$ cat config.mk
export PLATFORM = sky130hd
export DESIGN_NAME = strap_cfg_scanner
export DESIGN_NICKNAME = d
export VERILOG_FILES = /design/src/rtl/strap_scan_pkg.sv /design/src/rtl/strap_rst_sync.sv /design/src/rtl/strap_scan_fsm.sv /design/src/rtl/strap_resolve.sv /design/src/rtl/strap_cfg_scanner.sv
export SDC_FILE = /design/constraint.sdc
export NUM_CORES = 1
export LEC_CHECK = 0
export CAP_MARGIN = 10
export CORE_UTILIZATION = 49
export DETAILED_ROUTE_END_ITERATION = 6
export PLACE_DENSITY_LB_ADDON = 0.05
export SLEW_MARGIN = 20
export SYNTH_ARGS = -nofsm -noshare
export SYNTH_HDL_FRONTEND = slang
export SYNTH_SLANG_ARGS = --single-unit
$ cat constraint.sdc
create_clock -name clk -period 3.4 [get_ports clk]
set_input_delay 0.68 -clock clk [delete_from_list [all_inputs] [get_ports clk]]
set_output_delay 0.68 -clock clk [all_outputs]
set_load 0.1 [all_outputs]
$ cat src/rtl/strap_scan_pkg.sv
package strap_scan_pkg;
  localparam int NUM_STRAPS = 4;
  localparam int FIRST_LINE = 2;
  localparam int NUM_LINES  = 5;
  localparam int PHASES     = 3;
  localparam int IDX_W      = PHASES;
  localparam logic [IDX_W-1:0] FALLBACK_LINE = 3'd4;

  typedef enum logic [1:0] {
    ST_IDLE = 2'd0,
    ST_SCAN = 2'd1,
    ST_DONE = 2'd2
  } scan_state_e;

  function automatic logic line_bit(input int line, input logic [1:0] phase);
    return 1'((line >> phase) & 1);
  endfunction
endpackage

$ cat src/rtl/strap_rst_sync.sv
module strap_rst_sync (
  input  logic clk,
  input  logic rst_n,
  output logic rst_sync_n
);
  logic stage_q;

  always_ff @(posedge clk or negedge rst_n) begin
    if (!rst_n) begin
      stage_q    <= 1'b0;
      rst_sync_n <= 1'b0;
    end else begin
      stage_q    <= 1'b1;
      rst_sync_n <= stage_q;
    end
  end
endmodule

$ cat src/rtl/strap_scan_fsm.sv
module strap_scan_fsm
  import strap_scan_pkg::*;
#(
  parameter int SETTLE_CYC = 16
) (
  input  logic                              clk,
  input  logic                              rst_n,
  input  logic                              sup_below_lo,
  input  logic                              sup_above_hi,
  input  logic [NUM_STRAPS-1:0]             strap_in,
  output logic [NUM_LINES-1:0]              psel_drv,
  output logic                              scan_active,
  output logic                              ready,
  output logic                              load,
  output logic [NUM_STRAPS-1:0][IDX_W-1:0]  raw_code
);
  localparam int CNT_W = $clog2(SETTLE_CYC + 1);
  localparam logic [CNT_W-1:0] CNT_LAST = CNT_W'(SETTLE_CYC - 1);
  localparam logic [1:0] PH_LAST = 2'(PHASES - 1);

  scan_state_e state_q, state_d;
  logic [1:0]  phase_q, phase_d;
  logic [CNT_W-1:0] cnt_q, cnt_d;
  logic [NUM_STRAPS-1:0][PHASES-2:0] samp_q, samp_d;

  always_comb begin
    state_d = state_q;
    phase_d = phase_q;
    cnt_d   = cnt_q;
    samp_d  = samp_q;
    load    = 1'b0;
    unique case (state_q)
      ST_IDLE: begin
        if (sup_above_hi && !sup_below_lo) begin
          state_d = ST_SCAN;
          phase_d = 2'd0;
          cnt_d   = '0;
        end
      end
      ST_SCAN: begin
        if (sup_below_lo) begin
          state_d = ST_IDLE;
        end else if (cnt_q == CNT_LAST) begin
          cnt_d = '0;
          for (int s = 0; s < NUM_STRAPS; s++) begin
            if (phase_q == 2'd0) samp_d[s][0] = strap_in[s];
            else if (phase_q == 2'd1) samp_d[s][1] = strap_in[s];
          end
          if (phase_q == PH_LAST) begin
            state_d = ST_DONE;
            load    = 1'b1;
          end else begin
            phase_d = phase_q + 2'd1;
          end
        end else begin
          cnt_d = cnt_q + CNT_W'(1);
        end
      end
      ST_DONE: begin
        if (sup_below_lo) state_d = ST_IDLE;
      end
      default: state_d = ST_IDLE;
    endcase
  end

  always_ff @(posedge clk or negedge rst_n) begin
    if (!rst_n) begin
      state_q <= ST_IDLE;
      phase_q <= 2'd0;
      cnt_q   <= '0;
      samp_q  <= '0;
    end else begin
      state_q <= state_d;
      phase_q <= phase_d;
      cnt_q   <= cnt_d;
      samp_q  <= samp_d;
    end
  end

  assign scan_active = (state_q == ST_SCAN);
  assign ready       = (state_q == ST_DONE);

  for (genvar s = 0; s < NUM_STRAPS; s++) begin : g_code
    assign raw_code[s] = {strap_in[s], samp_q[s]};
  end

  for (genvar j = 0; j < NUM_LINES; j++) begin : g_line
    assign psel_drv[j] = scan_active & line_bit(j + FIRST_LINE, phase_q);
  end

  // lines are quiet outside a scan
  p_idle_lines_r2: assert property (@(posedge clk) disable iff (!rst_n)
    !scan_active |-> psel_drv == '0);
  // only the three phase patterns appear on the lines
  p_pattern_legal_r2: assert property (@(posedge clk) disable iff (!rst_n)
    scan_active |-> (psel_drv == 5'b01010 || psel_drv == 5'b10011 || psel_drv == 5'b11100));
  // a scan begins only after the high flag with the low flag clear
  p_start_needs_hi_r3: assert property (@(posedge clk) disable iff (!rst_n)
    $rose(scan_active) |-> $past(sup_above_hi && !sup_below_lo));
endmodule

$ cat src/rtl/strap_resolve.sv
module strap_resolve
  import strap_scan_pkg::*;
(
  input  logic             clk,
  input  logic             rst_n,
  input  logic             clr,
  input  logic             load,
  input  logic [IDX_W-1:0] code,
  output logic [IDX_W-1:0] line_q,
  output logic             err_q
);
  logic [IDX_W-1:0] line_d;
  logic             err_d;

  always_comb begin
    line_d = line_q;
    err_d  = err_q;
    if (clr) begin
      line_d = FALLBACK_LINE;
      err_d  = 1'b0;
    end else if (load) begin
      unique case (code)
        3'd0:    begin line_d = 3'd1;          err_d = 1'b0; end
        3'd1:    begin line_d = FALLBACK_LINE; err_d = 1'b1; end
        default: begin line_d = code;          err_d = 1'b0; end
      endcase
    end
  end

  always_ff @(posedge clk or negedge rst_n) begin
    if (!rst_n) begin
      line_q <= FALLBACK_LINE;
      err_q  <= 1'b0;
    end else begin
      line_q <= line_d;
      err_q  <= err_d;
    end
  end

  // a flagged strap always holds the fallback line
  p_err_fallback_r9: assert property (@(posedge clk) disable iff (!rst_n)
    err_q |-> line_q == FALLBACK_LINE);
  // a resolved line number is never zero
  p_line_nonzero_r5: assert property (@(posedge clk) disable iff (!rst_n)
    line_q != 3'd0);
endmodule

$ cat src/rtl/strap_cfg_scanner.sv
module strap_cfg_scanner
  import strap_scan_pkg::*;
#(
  parameter int SETTLE_CYC = 16
) (
  input  logic        clk,
  input  logic        rst_n,
  input  logic        sup_below_lo,
  input  logic        sup_above_hi,
  input  logic [3:0]  strap_in,
  output logic [4:0]  psel_drv,
  output logic        scan_active,
  output logic        ready,
  output logic        gain_x50,
  output logic        hpf_cur_en,
  output logic        hpf_volt_en,
  output logic        pulse_counter_mode,
  output logic [2:0]  pulse_rate_code,
  output logic [5:0]  cal_steps,
  output logic [3:0]  strap_err
);
  localparam int S_GAIN = 0;
  localparam int S_RATE = 1;
  localparam int S_CRS  = 2;
  localparam int S_FINE = 3;

  logic rst_sync_n;
  logic load;
  logic [NUM_STRAPS-1:0][IDX_W-1:0] raw_code;
  logic [NUM_STRAPS-1:0][IDX_W-1:0] line;

  strap_rst_sync u_rst (
    .clk        (clk),
    .rst_n      (rst_n),
    .rst_sync_n (rst_sync_n)
  );

  strap_scan_fsm #(.SETTLE_CYC(SETTLE_CYC)) u_fsm (
    .clk          (clk),
    .rst_n        (rst_sync_n),
    .sup_below_lo (sup_below_lo),
    .sup_above_hi (sup_above_hi),
    .strap_in     (strap_in),
    .psel_drv     (psel_drv),
    .scan_active  (scan_active),
    .ready        (ready),
    .load         (load),
    .raw_code     (raw_code)
  );

  for (genvar s = 0; s < NUM_STRAPS; s++) begin : g_strap
    strap_resolve u_res (
      .clk    (clk),
      .rst_n  (rst_sync_n),
      .clr    (sup_below_lo),
      .load   (load),
      .code   (raw_code[s]),
      .line_q (line[s]),
      .err_q  (strap_err[s])
    );
  end

  logic [IDX_W-1:0] g_ln, r_ln;
  assign g_ln = line[S_GAIN];
  assign r_ln = line[S_RATE];

  always_comb begin
    gain_x50    = (g_ln == 3'd2) || (g_ln == 3'd4) || (g_ln == 3'd6);
    hpf_cur_en  = (g_ln >= 3'd3) && (g_ln <= 3'd6);
    hpf_volt_en = (g_ln == 3'd3) || (g_ln == 3'd4) || (g_ln == 3'd7);
    pulse_counter_mode = (r_ln >= 3'd6);
    if (r_ln <= 3'd5)      pulse_rate_code = r_ln - 3'd1;
    else if (r_ln == 3'd6) pulse_rate_code = 3'd3;
    else                   pulse_rate_code = 3'd6;
    cal_steps = 6'(7 * (4 - int'(line[S_CRS])) + (4 - int'(line[S_FINE])));
  end

  // the low supply flag withdraws ready on the next edge
  p_lo_clears_ready_r4: assert property (@(posedge clk) disable iff (!rst_sync_n)
    sup_below_lo |=> !ready);
  // a held result does not change
  p_ready_stable_r10: assert property (@(posedge clk) disable iff (!rst_sync_n)
    (ready && $past(ready)) |-> ($stable(line) && $stable(strap_err)));
  // calibration trim stays in range
  p_cal_range_r8: assert property (@(posedge clk) disable iff (!rst_sync_n)
    ($signed(cal_steps) <= 6'sd24) && ($signed(cal_steps) >= -6'sd24));
endmodule

==> results of run 1 <==
## kinds of logic after synthesis
kind of cell | Yosys count | share of synthesized area, %
xor gates and xnor gates | 10 | 4.39
AOI/OAI and AO/OA | 53 | 14.4
muxes | 11 | 5.25
buffers and inverters | 39 | 7.85
DFF | 35 | 38.1
other | 1 | 0.162
adders and majority gates | 28 | 16.5
and+or+nand+nor | 53 | 13.3
## area by class of cell
class,count,area [sq um]
multi-input cells,156,1360
flip-flops and latches,35,881
repair buffers,46,435
clock buffers,5,68.8
well taps,52,65.1
inverters,26,101
fillers,354,1490
clock inverters,3,43.8
## sequential cells by signal, summed over array words and instances, names as in the netlist
register              flops
u_rst.stage_q             1
u_fsm.phase_q             2
u_fsm.state_q             2
u_fsm.cnt_q               5
u_rst.rst_sync_n          1
g_strap.u_res.err_q       4
u_fsm.raw_code            8
g_strap.u_res.line_q     12
## where the power goes
part / switching (mW) / internal, mW / leakage [nW] / total (mW)
registers: 0.00806 / 0.424 / 0.467 / 0.432
clock network: 0.163 / 0.218 / 0.0581 / 0.382
logic: 0.0497 / 0.0250 / 0.865 / 0.0747
## per-stage QoR
| stage | setup WS [ns] | instances |
|---|---|---|
| after floorplan | -0.356 | 230 |
| after global routing | -0.539 | 323 |
| after detailed placement | -0.150 | 313 |
| after CTS | -0.429 | 321 |
| final | -0.408 | 323 |
| after global placement | -0.0884 | 313 |
## Yosys cell counts (all sizes together) (2+ instances only)
cell type	number
o31ai	3
mux2i	2
o21bai	4
xor2	2
nand3	9
dfrtp	31
nand4b	3
fa	4
mux2	9
a2111oi	3
or2	2
a31oi	2
nor4	2
xnor2	7
nand2	7
nor2b	2
a21oi	18
buf	9
ha	24
nand4	3
inv	25
o21a	3
nor3b	5
clkbuf	4
dfstp	4
a21o	2
a211oi	4
nor2	14
o21ai	11
and2	2
## metal layers
| metal | global-route usage [%] | vias to the layer above |
|---|---|---|
| met4 | 4.67 | 0 |
| met2 | 35.1 | 35 |
| li1 | - | 880 |
| met3 | 3.42 | 2 |
| met1 | 29.5 | 878 |
| met5 | 0 | - |
## repair_timing
action | 4_1_cts | 5_1_grt
pin swaps | 4 | 1
setup endpoints to repair | 3 | 3
buffers inserted | 0 | 2
gates resized for setup | 4 | 1
## worst paths after layout
kind	start	to	slack (ns)	cells past startpoint
max in group asynchronous	rst_n	u_rst.rst_sync_n	2.73	1
min	u_rst.rst_sync_n	g_strap[3].u_res.err_q	0.27	1
max reg2reg	u_fsm.cnt_q[0]	g_strap[1].u_res.line_q[2]	1.23	4
min reg2reg	u_rst.rst_sync_n	g_strap[3].u_res.err_q	0.27	1
min in group clk	u_rst.stage_q	u_rst.rst_sync_n	0.35	0
max	g_strap[3].u_res.line_q[0]	cal_steps[3]	-0.41	11
==> results.toml, run 1 <==
[outcome]
status = "complete, but fails checks"
violations = "design-rule violations, negative setup slack"

[yosys]
synth.distinct_cells = 46
synth_top_area_share_pct = 33.6
yosysWarnings = 0
synthTopCellsByArea = "dfrtp_1 (34%), ha_1 (13%), dfstp_2 (4.6%)"
synth-main-ff-cell = "dfrtp_1"
synth_top_cell_by_area = "dfrtp_1"
ys_ff_latch = 35
synth_seq_area_share_pct = 38.1
synthArstFlopShare_pct = 100
netlist_area_sq_um = 2310
syn_nets = 266
synth_edf_count = 0
synth_area_per_cell_sq_um = 10.0
synth_cells = 230

[final_layout]
post-route-util_pct = 66.5
mostFrequentLayoutCell = "dfrtp_1"
final_cell_mix = "dfrtp_1 (31), buf_4 (30), inv_1 (21)"
nets = 306
drive_gt1_share_pct = 27.7
fin_area_sq_um = 2960
n_antenna_cell = 0
syn_to_final_growth_pct = 28.0

[timing]
post-route-min-period_ns = 3.81
slew_viol_final = 0
report.final.hold_viol_count = 0
hold_slack_ns = 0.267
relSlewSlack_pct = 35.2
fin_skew_ns = 0.00629
setup_viol_count_final = 3
tightest_slew_ns = 0.969
tns_ns = -1.14
rsz0062_at_grt = "true"
final.setup.worst_slack_ns = -0.408
fmax_ghz = 0.263
fin_crit_sh_pct = 112

[cts]
cts_buffers = 5
clockBufferDepth = 2
clkSinkCount = 35
root_buffer = "clkbuf_8"
tritoncts = "done"
cts.clk_slew.worst_paths_ns = 0.08
ctsHoldBuffers = 0
h-tree-depth = 2
clk_latency_ns = 0.29

[route]
wl_met3_um = 174
firstDrtPassIters = 6
drt_first_iter_violations = 94
num_vias = 1795
wire_per_inst_um = 14.6
drc = 6
via_per_inst = 5.56
wl_met2_um = 2340
finalWirelength_um = 4710
dr.max_layer_used = "met4"
m1WireLength_um = 2180
drtAntennaViolNets = 0

[global_routing]
grt_max_degree = 34
grt_use_total_pct = 21.1
grt-ovfl-total = 0
grt_pass1_vias = 1809
grt_pass1_wl_um = 8310
antenna_found_initial = 0

[pwr]
ir_worst_vdd_uv = 284
power_per_cell_area_nw_per_um2 = 300
p_leak_nw = 1.39
total_power_mw = 0.888

[critical_path]
cp_data_arrival_time_ns = 3.13
cpMostUsedCell = "ha_2"
cp_max_fo = 3
critPathSlowestCell = "fa_2"
cp_top_family = "adder cells"
path_class = "reg2out"
worstPathRequired_ns = 2.72
startpoint_type = "flip-flop"
path_buf_inv = 4
max_stage_delay_ns = 0.55
path_cells = "inv_1 > ha_2 > xor2_1 > ha_1 > ha_4 > fa_1 > ha_2 > inv_2 > fa_2 > clkinvlp_4 > buf_12"
cp-end-kind = "output port"

[place]
dp_hpwl_um = 3430
place.port_buffers = 31
routabilityCongestion = 0.762
placed_cell_area_sq_um = 2790

[job]
drv_cap = 0

[floorplan]
design.die.area_sq_um = 4990
row_count = 24
core_sq_um = 4440
ios = 32
die_height_um = 70.7
dieWidth_um = 70.7
initial_utilization_pct = 52.0

[min_path]
min_path_type = "reg2async"
No activity file was read; power rests on OpenSTA's default activity.
==> run 2, diff against run 1 <==
Settings changed: CELL_PAD_IN_SITES_DETAIL_PLACEMENT from default to 2, CELL_PAD_IN_SITES_GLOBAL_PLACEMENT from default to 2, CORE_UTILIZATION 49 to 31, GPL_ROUTABILITY_DRIVEN from default to 1, GPL_TIMING_DRIVEN from default to 1.
==> run 2 against run 1 <==
  * Largest cell class unchanged
  * The run ends with negative setup slack left
  * Design area is 4.5% higher
  * Critical path depth is 1 higher
  * Sequential power is 2% higher
  * Clock power hardly changed
  * Critical path type unchanged
  * Sequential share of layout area is 1.3 points lower
==> results.toml, run 2 (synthesis gave the netlist of run 1 again) <==
[final_layout]
top_register = "g_strap.u_res.line_q"
syn_to_final_growth_pct = 33.7
nets = 311
fillCellCount = 803
drive_gt1_share_pct = 33.3
n_antenna_cell = 0
layout.cells.non_filler = 375
mostFrequentLayoutCell = "buf_4"
largest_reg_flops = 12
final_cell_mix = "buf_4 (37), dfrtp_1 (30), a21oi_1 (17)"

[timing]
fin_skew_ns = 0.00754
setup_viol_count_final = 3
fmax_ghz = 0.254
post-route-min-period_ns = 3.94
final.setup.worst_slack_ns = -0.542
tns_ns = -1.44
fin_crit_sh_pct = 116
relSlewSlack_pct = 34.1
rsz0062_at_grt = "true"
report.final.hold_viol_count = 0
tightest_slew_ns = 0.985
slew_viol_final = 0

[outcome]
violations = "negative setup slack"
status = "complete, but fails checks"

[global_routing]
grt_pass1_wl_um = 9680
antenna_found_initial = 0
grt_use_total_pct = 16.5
grt_pass1_vias = 1929
grt_max_degree = 34
grt-ovfl-total = 0

[critical_path]
crit-reg2reg-launch = "u_fsm.cnt_q[0]"
worstPathRequired_ns = 2.72
startpoint_type = "flip-flop"
rrSetupSlack_ns = 1.33
worst_r2r_endpoint = "u_fsm.raw_code[3]"
reg2reg_depth = 5
cp_data_arrival_time_ns = 3.26
cp-end-kind = "output port"
cp_max_fo = 3
path_class = "reg2out"

[floorplan]
dieWidth_um = 88.3
ios = 32
core_sq_um = 7210
initial_utilization_pct = 32.0
die_height_um = 88.3
design.die.area_sq_um = 7800
row_count = 31

[place]
dp_hpwl_um = 4240
place.port_buffers = 31
placed_cells = 359
routabilityCongestion = 0.687

[cts]
clk_latency_ns = 0.29
clkSinkCount = 35
cts_buffers = 5
tritoncts = "done"
root_buffer = "clkbuf_8"
h-tree-depth = 2
cts.clk_slew.worst_paths_ns = 0.08
clockBufferDepth = 2

[pwr]
power_per_cell_area_nw_per_um2 = 288
ir_worst_vdd_uv = 256
p_leak_nw = 1.41
total_power_mw = 0.891

[route]
via_per_inst = 4.91
firstDrtPassIters = 4
drtAntennaViolNets = 0
finalWirelength_um = 5870
wire_per_inst_um = 15.7
drc = 0
num_vias = 1843
drt_first_iter_violations = 28

[min_path]
min_path_type = "reg2async"

[job]
drv_cap = 0
[run 2: cell types whose count changed in the layout (fill, tap and decap cells not counted)]
cell | before | now
ha_1 | 19 | 16
clkdlybuf4s50_1 | 11 | 8
buf_4 | 30 | 37
inv_2 | 3 | 7
dfrtp_2 | 0 | 1
ha_4 | 3 | 6
inv_1 | 21 | 16
buf_6 | 0 | 1
dfrtp_1 | 31 | 30
inv_4 | 0 | 1
[run 2: critical path, cell delays in order, from the launching register on]
cell and delay [ns]:
dfrtp_1 0.40, buf_6 0.13, o21a_1 0.20, ha_1 0.33, ha_4 0.28, inv_2 0.03, fa_1 0.55, inv_2 0.07
ha_4 0.23, a21o_1 0.21, a21oi_4 0.21, xnor2_4 0.14, buf_12 0.19
[run 2: area by class of cell]
| cell class | instances | area [sq um] | share of cell area, % |
|---|---|---|---|
| multi-input cells | 156 | 1400 | 45.2 |
| repair buffers | 51 | 469 | 15.2 |
| clock buffers | 5 | 68.8 | 2.23 |
| clock inverters | 3 | 43.8 | 1.42 |
| flip-flops and latches | 35 | 882 | 28.6 |
| well taps | 99 | 124 | 4.01 |
| inverters | 26 | 104 | 3.36 |
[run 2: power by group]
group          switching, mW  internal [mW]  leakage (nW)
logic                 0.0438         0.0241         0.888
registers             0.0159          0.424         0.466
clock network          0.165          0.218        0.0581
total                  0.224          0.666          1.41
[run 2: through the flow]
stage                     instance area, sq um  util, %  setup WS (ns)  hold slack (ns)
after floorplan                           2390        -         -0.356            0.331
after global routing                      3090     42.8         -0.640            0.371
after detailed placement                  2840     39.3         -0.238            0.336
final                                     3090     42.8         -0.542            0.346
after CTS                                 2980     41.3         -0.492            0.365
after global placement                    2840     39.3         -0.115            0.342
[run 2: worst max path at each step]
stage                        end                  startpoint
CTS                 cal_steps[3]  g_strap[2].u_res.line_q[1]
detailed placement  cal_steps[3]  g_strap[2].u_res.line_q[1]
finish              cal_steps[5]  g_strap[2].u_res.line_q[0]
global placement    cal_steps[3]  g_strap[2].u_res.line_q[1]
floorplan           cal_steps[4]  g_strap[2].u_res.line_q[0]
global route        cal_steps[5]  g_strap[2].u_res.line_q[0]
[run 2: timing repair]
item / 4_1_cts / 5_1_grt
endpoints found under the setup margin: 4 / 4
buffers inserted: 2 / 7
gates resized for setup: 2 / 14
pin swaps: 3 / 18
hold buffers: 0 / 0
[run 2: metal layers]
layer | GRT usage [%] | wire, um | share of wire, %
met5 | 0 | 0 | 0
met4 | 4.40 | 53 | 0.90
met3 | 2.89 | 130 | 2.2
met1 | 21.4 | 2750 | 47
met2 | 28.3 | 2940 | 50
